==> src/rtl/cur_reg_pkg.sv <==
package cur_reg_pkg;
  localparam int GAIN_W = 3;
  typedef logic signed [GAIN_W-1:0] gain_t;
  localparam int GAIN_MAX_LSH = (1 << (GAIN_W - 1)) - 1;
endpackage

==> src/rtl/cur_err_scale.sv <==
module cur_err_scale
  import cur_reg_pkg::*;
#(
  parameter int SAMPLE_W = 10,
  parameter int REF_W    = 12,
  parameter int SCL_W    = 16
) (
  input  logic [SAMPLE_W-1:0]       smp_code,
  input  logic signed [REF_W-1:0]   iref,
  input  gain_t                     gain_exp,
  output logic signed [SCL_W-1:0]   err_scaled
);
  localparam int ERR_W = ((SAMPLE_W + 1) > REF_W ? (SAMPLE_W + 1) : REF_W) + 1;

  function automatic logic signed [ERR_W-1:0] form_error(
    input logic [SAMPLE_W-1:0] s, input logic signed [REF_W-1:0] r);
    logic signed [ERR_W-1:0] se, re;
    se = ERR_W'(signed'({1'b0, s}));
    re = ERR_W'(r);
    return se - re;
  endfunction

  function automatic logic signed [SCL_W-1:0] pow2_scale(
    input logic signed [ERR_W-1:0] e, input gain_t g);
    logic signed [SCL_W-1:0] ex;
    logic [GAIN_W-1:0] amt;
    ex = SCL_W'(e);
    if (g >= 0) begin
      amt = $unsigned(g);
      return ex <<< amt;
    end
    amt = $unsigned(-g);
    return ex >>> amt;
  endfunction

  logic signed [ERR_W-1:0] err_raw;
  assign err_raw    = form_error(smp_code, iref);
  assign err_scaled = pow2_scale(err_raw, gain_exp);
endmodule

==> src/rtl/cur_duty_clamp.sv <==
module cur_duty_clamp #(
  parameter int PERIOD = 500,
  parameter int CMP_W  = 9,
  parameter int SCL_W  = 16
) (
  input  logic [CMP_W-1:0]         duty_old,
  input  logic signed [SCL_W-1:0]  err_scaled,
  output logic [CMP_W-1:0]         duty_next,
  output logic                     clamp_lo,
  output logic                     clamp_hi
);
  localparam int SUM_W = ((SCL_W > CMP_W + 1) ? SCL_W : CMP_W + 1) + 1;
  localparam logic signed [SUM_W-1:0] PER_S = SUM_W'(PERIOD);

  function automatic logic signed [SUM_W-1:0] accumulate(
    input logic [CMP_W-1:0] d, input logic signed [SCL_W-1:0] e);
    return SUM_W'(signed'({1'b0, d})) + SUM_W'(e);
  endfunction

  logic signed [SUM_W-1:0] sum_raw;
  assign sum_raw  = accumulate(duty_old, err_scaled);
  assign clamp_lo = (sum_raw <= 0);
  assign clamp_hi = (sum_raw >= PER_S);

  always_comb begin
    if (clamp_lo)      duty_next = '0;
    else if (clamp_hi) duty_next = CMP_W'(PERIOD);
    else               duty_next = sum_raw[CMP_W-1:0];
  end
endmodule

==> src/rtl/cur_duty_reg.sv <==
module cur_duty_reg
  import cur_reg_pkg::*;
#(
  parameter int SAMPLE_W = 10,
  parameter int REF_W    = 12,
  parameter int PERIOD   = 500,
  parameter int CMP_W    = $clog2(PERIOD + 1)
) (
  input  logic                     clk,
  input  logic                     rst_n,
  input  logic                     smp_vld,
  input  logic [SAMPLE_W-1:0]      smp_code,
  input  logic signed [REF_W-1:0]  iref,
  input  logic signed [2:0]        gain_exp,
  output logic [CMP_W-1:0]         duty_cmp
);
  localparam int ERR_W = ((SAMPLE_W + 1) > REF_W ? (SAMPLE_W + 1) : REF_W) + 1;
  localparam int SCL_W = ERR_W + GAIN_MAX_LSH;

  logic signed [SCL_W-1:0] err_scaled;
  logic [CMP_W-1:0]        duty_next;
  logic                    clamp_lo;
  logic                    clamp_hi;
  logic [CMP_W-1:0]        duty_q;

  cur_err_scale #(.SAMPLE_W(SAMPLE_W), .REF_W(REF_W), .SCL_W(SCL_W)) u_err (
    .smp_code   (smp_code),
    .iref       (iref),
    .gain_exp   (gain_t'(gain_exp)),
    .err_scaled (err_scaled)
  );

  cur_duty_clamp #(.PERIOD(PERIOD), .CMP_W(CMP_W), .SCL_W(SCL_W)) u_clamp (
    .duty_old   (duty_q),
    .err_scaled (err_scaled),
    .duty_next  (duty_next),
    .clamp_lo   (clamp_lo),
    .clamp_hi   (clamp_hi)
  );

  always_ff @(posedge clk or negedge rst_n) begin
    if (!rst_n)       duty_q <= CMP_W'(PERIOD);
    else if (smp_vld) duty_q <= duty_next;
  end

  assign duty_cmp = duty_q;
endmodule

==> config.mk <==
export PLATFORM = sky130hd
export DESIGN_NAME = cur_duty_reg
export DESIGN_NICKNAME = d
export VERILOG_FILES = /design/src/rtl/cur_reg_pkg.sv /design/src/rtl/cur_err_scale.sv /design/src/rtl/cur_duty_clamp.sv /design/src/rtl/cur_duty_reg.sv
export SDC_FILE = /design/constraint.sdc
export NUM_CORES = 1
export LEC_CHECK = 0
export BUFFER_PORTS_ARGS = -buffer_cell sky130_fd_sc_hd__buf_2
export CORE_MARGIN = 4
export CORE_UTILIZATION = 34
export CTS_BUF_LIST = sky130_fd_sc_hd__clkbuf_8
export CTS_CLUSTER_SIZE = 24
export DETAILED_ROUTE_END_ITERATION = 10
export PLACE_DENSITY_LB_ADDON = 0.08
export SYNTH_ARGS = -nofsm -noshare
export SYNTH_HDL_FRONTEND = slang
export SYNTH_HIERARCHICAL = 1
export SYNTH_SLANG_ARGS = --single-unit
==> constraint.sdc <==
create_clock -name clk -period 5 [get_ports clk]
set_input_delay 1 -clock clk [delete_from_list [all_inputs] [get_ports clk]]
set_output_delay 1 -clock clk [all_outputs]
set_load 0.01 [all_outputs]
==> impl_results.md, run 1 <==
* Outcome: finished, violations left
* Violated checks: setup timing
* Placer congestion estimate at 0.821
* Core outline area at 8180 um2
* Share of the cycle needed by the critical path after routing at 1.01
* Top Family by Delay on Critical Path: compound AO/OA/AOI/OAI gates
* Fill cells at 813
* Critical Path AT at 5.20 ns
* Max-Slew Margin vs Limit at 0.642
* Post-DR wirelength/cell at 15.7 um
* Number of vias in the routed layout at 3,159
* Number of hold-repair buffers added at the cts stage at 0
* Maximum Capacitance Violations at 0
* Net total in the final layout at 524
* Total clock sinks at 9
* Worst-path maximum fanout at 5
* Met2 usage at 0.349
* Initial detailed-routing violation count at 175
* Vertical die dimension at 99.6 um
* Leakage dissipation at 1.91 nW
* Total I/O pin count at 37
* CTS tree: yes
* Worst hold margin at 0.607 ns
* Final min period at 5.04 ns
* Post-synthesis instance total at 353
* DPL Wire Length at 7.50 mm
* Row count at 33
* Type of the setup path with the least slack: input pin to register
* GR Util met1 at 0.221
* Worst setup SP type: input pin
* Final Total Pwr at 0.00113 W
* Final non-filler cell total at 577
* Worst-margin pin slew at 0.538 ns
* Clock root buffer: sky130_fd_sc_hd__clkbuf_8
* Share of cells above drive strength 1 at 0.492
* Die boundary width at 99.6 um
* Area growth from synthesis to final layout at 47.3%
* Worst-Skew Late Latency at 0.23 ns
* Clk pin slew, worst setup/hold paths at 0.05 ns
* Number of max-slew violations in the final report at 0
* Wirelength, routed at 9.06 mm
* Total of buffers placed on input and output ports at 36
* Post-detailed-route via-to-cell ratio at 5.47
* Worst path buffer plus inverter count at 4
* Sum of negative setup slack at -0.132 ns
* CP required at 5.16 ns
* H-tree levels at 1
* Total overflow reported by the global router at 0
* Slowest cell delay on critical path at 0.53 ns
* Antenna violations before repair at 0
* Starting density of the core at 0.349
* Global-route total usage across every layer at 0.183
* Clk_skew at 0.00370 ns
* Global-route track usage on met3 at 0.00771
* Final hold violation count at 0
* Number of nets with antenna violations after detailed routing at 0
* Busiest layer in global routing: met2
* CTS Buffer Depth at 2
* Die footprint at 9920 um2
* Highest Clock Rate at 199 MHz
* Cell area after synthesis at 2850 um2
* Drt drc at 0
* Number of flip-flops in the largest register at 9
* Antenna cell count at 0
* Crit path capture type: register
* RSZ-0062 raised after global routing: true
* Cell total after placement at 567
* Final WS setup at -0.0374 ns
* Standard cell with the maximum stage delay on the critical path: sky130_fd_sc_hd__mux4_2
* Worst VDD drop at 86.6 uV
* Count of endpoints failing setup in the final report at 6
* Drt first pass iters at 4
* Synth Net Count at 404
* Cell breakdown of the critical path: buf_8, inv_4, ha_4, fa_2, nand2b_4, a21o_4, a21o_1, a211o_1, mux4_2, o2111ai_2, a22o_1, ha_4, a21oi_4, o21ai_2, a21oi_2, buf_4, a32oi_1, a211o_1, a21oi_2, buf_6, a31oi_1, mux2_4
* Maximum number of pins on one net before global-route repair at 23
* Wire length of the first global-routing pass at 15.1 mm
* Total clock buffers created by CTS at 3
* Syn. warnings at 6
* Power density over the cells at 269 nW/um2
* Worst slack at placement at -0.501 ns
* Average instance area after synthesis at 8.08 um2
* Number of global-route vias before repair at 3,176
* Hold/Removal Path Class: input pin to asynchronous set/reset pin
## cells in the final DEF, fill, tap and decap left out, types with 6 or more instances in the layout
cell type                  count
sky130_fd_sc_hd__inv_1        21
sky130_fd_sc_hd__mux2_4       10
sky130_fd_sc_hd__a21oi_1      17
sky130_fd_sc_hd__mux4_2       13
sky130_fd_sc_hd__nor3_1        7
sky130_fd_sc_hd__xor2_1        6
sky130_fd_sc_hd__a21o_1        8
sky130_fd_sc_hd__xnor2_1       7
sky130_fd_sc_hd__nand2_1      21
sky130_fd_sc_hd__nand2b_1      7
sky130_fd_sc_hd__mux2i_1       8
sky130_fd_sc_hd__a221o_1       6
sky130_fd_sc_hd__nor2_1       31
sky130_fd_sc_hd__a21oi_2      10
sky130_fd_sc_hd__o21ai_0      17
sky130_fd_sc_hd__buf_2        34
sky130_fd_sc_hd__dfstp_2       6
sky130_fd_sc_hd__buf_4        97
sky130_fd_sc_hd__ha_1         17
## metal layers
metal	vias to the layer above	part of all wire
met5	-	0
met4	0	0.026
met3	16	0.023
met2	53	0.53
met1	1506	0.42
li1	1584	-
## final timing paths
kind | start | end | slack [ns] | cells past startpoint
worst min register to register | duty_cmp[1] | duty_cmp[1] | 0.61 | 1
worst max-delay path | smp_code[0] | duty_cmp[2] | -0.04 | 22
min in group clk | duty_cmp[1] | duty_cmp[1] | 0.61 | 1
worst max register to register | duty_cmp[0] | duty_cmp[0] | 2.20 | 11
worst min-delay path | rst_n | duty_cmp[1] | 0.61 | 1
max in group asynchronous | rst_n | duty_cmp[6] | 4.15 | 1
## power breakdown
| group | internal, W | switching, W | total [W] |
|---|---|---|---|
| registers | 0.0000907 | 0.0000135 | 0.000104 |
| clock network | 0.0000543 | 0.0000292 | 0.0000835 |
| logic | 0.000494 | 0.000448 | 0.000941 |
| total | 0.000639 | 0.000490 | 0.00113 |
## stage by stage
stage | instance area, um2 | utilization
final | 4200 | 0.514
after global routing | 4200 | 0.514
after CTS | 4100 | 0.502
after detailed placement | 3840 | 0.470
after global placement | 3840 | 0.470
after floorplan | 2930 | -
## what timing repair did
action,CTS,global route
cloned,1,0
setup endpoints to repair,9,9
setup buffers,5,0
endpoints found under the hold margin,0,0
pin swaps,11,7
resized for setup,36,19
## area by class of cell
type | count | area [um2] | share of cell area
multi-input cells | 299 | 2750 | 0.654
repair buffers | 135 | 947 | 0.225
clock buffers | 3 | 41.3 | 0.00983
well taps | 105 | 131 | 0.0313
clock inverters | 1 | 5.00 | 0.00119
flip-flops and latches | 9 | 233 | 0.0554
inverters | 25 | 96.3 | 0.0229
## worst register-to-register path: cells and delay by family, from the launching register on
family,cells,cell delay (ns)
multiplexers,1,0.25
XOR/XNOR,1,0.08
adder cells (fa/ha/maj),2,0.59
AND/OR/NAND/NOR,4,1.01
flip-flops,1,0.42
buffers and inverters,1,0.05
AO/OA/AOI/OAI,2,0.30
No activity file was read; power rests on OpenSTA's default activity.
==> run 2, diff against run 1 <==
Settings changed: CORE_UTILIZATION 34 to 50.
==> impl_results.md, run 2 (synthesized netlist as in run 1, its figures left out) <==
* Die footprint at 6980 um2 (-30%)
* Count of endpoints failing setup in the final report at 8 (+2)
* Number of max-slew violations in the final report at 0 (unchanged)
* Worst VDD drop at 206 uV (+140%)
* Highest Clock Rate at 196 MHz (-1.3%)
* Area growth from synthesis to final layout at 47.8%
* Antenna cell count at 0 (unchanged)
* Cell breakdown of the critical path: buf_6, inv_4, ha_4, fa_2, nand2b_4, a21o_4, nor2b_4, xnor2_4, mux4_2, a221o_1, ha_2, a21o_1, and4_4, or3_4, xor2_2, nand3b_1, or4_4, and4b_1, mux2_4
* Core outline area at 5510 um2 (-33%)
* DPL Wire Length at 7.23 mm (-3.7%)
* Post-Route Utilization at 0.766 (+0.252)
* Total clock sinks at 9 (unchanged)
* Worst r2r path cells at 11 (unchanged)
* Most frequent standard cell in the layout excluding fill and tap cells: sky130_fd_sc_hd__buf_4
* R2R setup slack at 2.13 ns (-0.07 ns)
* Total I/O pin count at 37 (unchanged)
* Total of buffers placed on input and output ports at 36 (unchanged)
* Drt drc at 0 (unchanged)
* Die boundary width at 83.5 um (-16%)
* Worst setup startpoint: smp_code[0]
* Maximum number of pins on one net before global-route repair at 23 (unchanged)
* Worst-path maximum fanout at 6 (+1)
* Commonest cells after routing, fill and taps aside: 98 x sky130_fd_sc_hd__buf_4, 35 x sky130_fd_sc_hd__buf_2, 31 x sky130_fd_sc_hd__nor2_1, 22 x sky130_fd_sc_hd__inv_1
* Crit path capture type: register
* Drt first pass iters at 5 (+1)
* Total clock buffers created by CTS at 3 (unchanged)
* Vertical die dimension at 83.5 um (-16%)
* Placer congestion estimate at 0.957 (+16%)
* Wirelength, routed at 9.64 mm (+6.4%)
* Top Family by Delay on Critical Path: simple AND/OR/NAND/NOR gates
* Total overflow reported by the global router at 0 (unchanged)
* Final hold violation count at 0 (unchanged)
* Leakage dissipation at 1.94 nW (+1.3%)
* End point of the critical path: duty_cmp[0]
* Final non-filler cell total at 546 (-5.4%)
* Clk_skew at 0.00359 ns (-0.000111 ns)
* Antenna violations before repair at 0 (unchanged)
* Share of the cycle needed by the critical path after routing at 1.02 (+0.0134)
* Maximum Capacitance Violations at 0 (unchanged)
* Critical Path AT at 5.23 ns (+0.03 ns)
* RSZ-0062 raised after global routing: true
* Worst path buffer plus inverter count at 2 (-2)
* Number of stages on the worst setup path at 19 (-14%)
* Number of hold-repair buffers added at the cts stage at 0 (unchanged)
* Final WS setup at -0.104 ns (-0.0669 ns)
* Number of flip-flops in the largest register at 9 (unchanged)
* Number of nets with antenna violations after detailed routing at 0 (unchanged)
* Power density over the cells at 281 nW/um2 (+4.6%)
* Row count at 27 (-18%)
* Clk pin slew, worst setup/hold paths at 0.05 ns (about the same)
* CP required at 5.12 ns (-0.04 ns)
* Number of global-route vias before repair at 3,351 (+5.5%)
* Slowest cell delay on critical path at 0.48 ns (-0.05 ns)
* Clock root buffer: sky130_fd_sc_hd__clkbuf_8
* Cell total after placement at 534 (-5.8%)
* Number of vias in the routed layout at 3,380 (+7.0%)
* Hold/Removal Path Class: input pin to asynchronous set/reset pin
* Outcome: finished, violations left
* H-tree levels at 1 (unchanged)
* Violated checks: setup timing
* Worst slack at placement at -0.505 ns (-0.00439 ns)
* Starting density of the core at 0.518 (+0.169)
* CTS Buffer Depth at 2 (unchanged)
* Worst reg2reg startpoint: duty_cmp[0]
* Global-route total usage across every layer at 0.261 (+0.0785)
* Initial detailed-routing violation count at 300 (+71%)
* Post-DR wirelength/cell at 17.7 um (+12%)
* Fill cells at 415 (-49%)
* Reg-to-reg critical path endpoint: duty_cmp[0]
* Worst-margin pin slew at 0.554 ns (+0.0169 ns)
* Post-detailed-route via-to-cell ratio at 6.19 (+13%)
* Share of cells above drive strength 1 at 0.494 (+0.00215)
* Worst setup SP type: input pin
* Wire length of the first global-routing pass at 15.3 mm (+1.3%)
* Worst-Skew Late Latency at 0.24 ns (about the same)
* Type of the setup path with the least slack: input pin to register
* Final min period at 5.10 ns (+0.0669 ns)
* Net total in the final layout at 526 (+0.38%)
* CTS tree: yes
* Max-Slew Margin vs Limit at 0.628 (-0.0141)
* Standard cell with the maximum stage delay on the critical path: sky130_fd_sc_hd__mux4_2
-- run 2: cell count changes in the layout (fill, tap and decap cells not counted), sizes merged --
cell    before  now
clkinv       1    0
buf        135  137
inv         25   26
-- run 2: final cells by class --
| class | count | area (um2) | area share |
|---|---|---|---|
| clock buffers | 3 | 41.3 | 0.00979 |
| repair buffers | 137 | 956 | 0.227 |
| multi-input cells | 299 | 2800 | 0.663 |
| clock inverters | 1 | 3.75 | 0.000890 |
| well taps | 72 | 90.1 | 0.0214 |
| flip-flops and latches | 9 | 233 | 0.0552 |
| inverters | 25 | 96.3 | 0.0228 |
-- run 2: layer usage --
metal / vias to the layer above / share of wire / global-route usage
li1: 1588 / - / -
met1: 1587 / 0.40 / 0.314
met2: 162 / 0.50 / 0.477
met3: 43 / 0.055 / 0.0237
met4: 0 / 0.036 / 0.102
met5: - / 0 / 0
-- run 2: how the worst min path moves through the flow --
stage / startpoint / to / slack (ns)
finish: rst_n / duty_cmp[0] / 0.60
CTS: duty_cmp[3] / duty_cmp[3] / 0.56
floorplan: duty_cmp[0] / duty_cmp[0] / 0.58
detailed placement: duty_cmp[3] / duty_cmp[3] / 0.55
global route: rst_n / duty_cmp[0] / 0.60
global placement: duty_cmp[3] / duty_cmp[3] / 0.54
-- run 2: report_power, final --
| group | internal (W) | switching [W] | total [W] |
|---|---|---|---|
| Sequential | 0.0000907 | 0.0000120 | 0.000103 |
| Combinational | 0.000514 | 0.000483 | 0.000997 |
| Clock | 0.0000537 | 0.0000314 | 0.0000851 |
-- run 2: stage by stage --
stage / hold slack (ns) / total power (W) / setup TNS, ns / instance area, um2
finish: 0.599 / 0.00119 / -0.474 / 4220
global route: 0.600 / 0.00127 / -1.61 / 4220
CTS: 0.557 / 0.00107 / -0.113 / 4030
detailed placement: 0.550 / 0.000924 / -3.87 / 3800
global placement: 0.537 / 0.000910 / -2.78 / 3800
floorplan: 0.576 / 0.000593 / -0.179 / 2930
-- run 2: what timing repair did --
item                                    CTS  global route
pin swaps                                12            22
gates cloned                              1             0
resized for setup                        27            37
endpoints found under the setup margin    9             9
setup buffers                             5             2
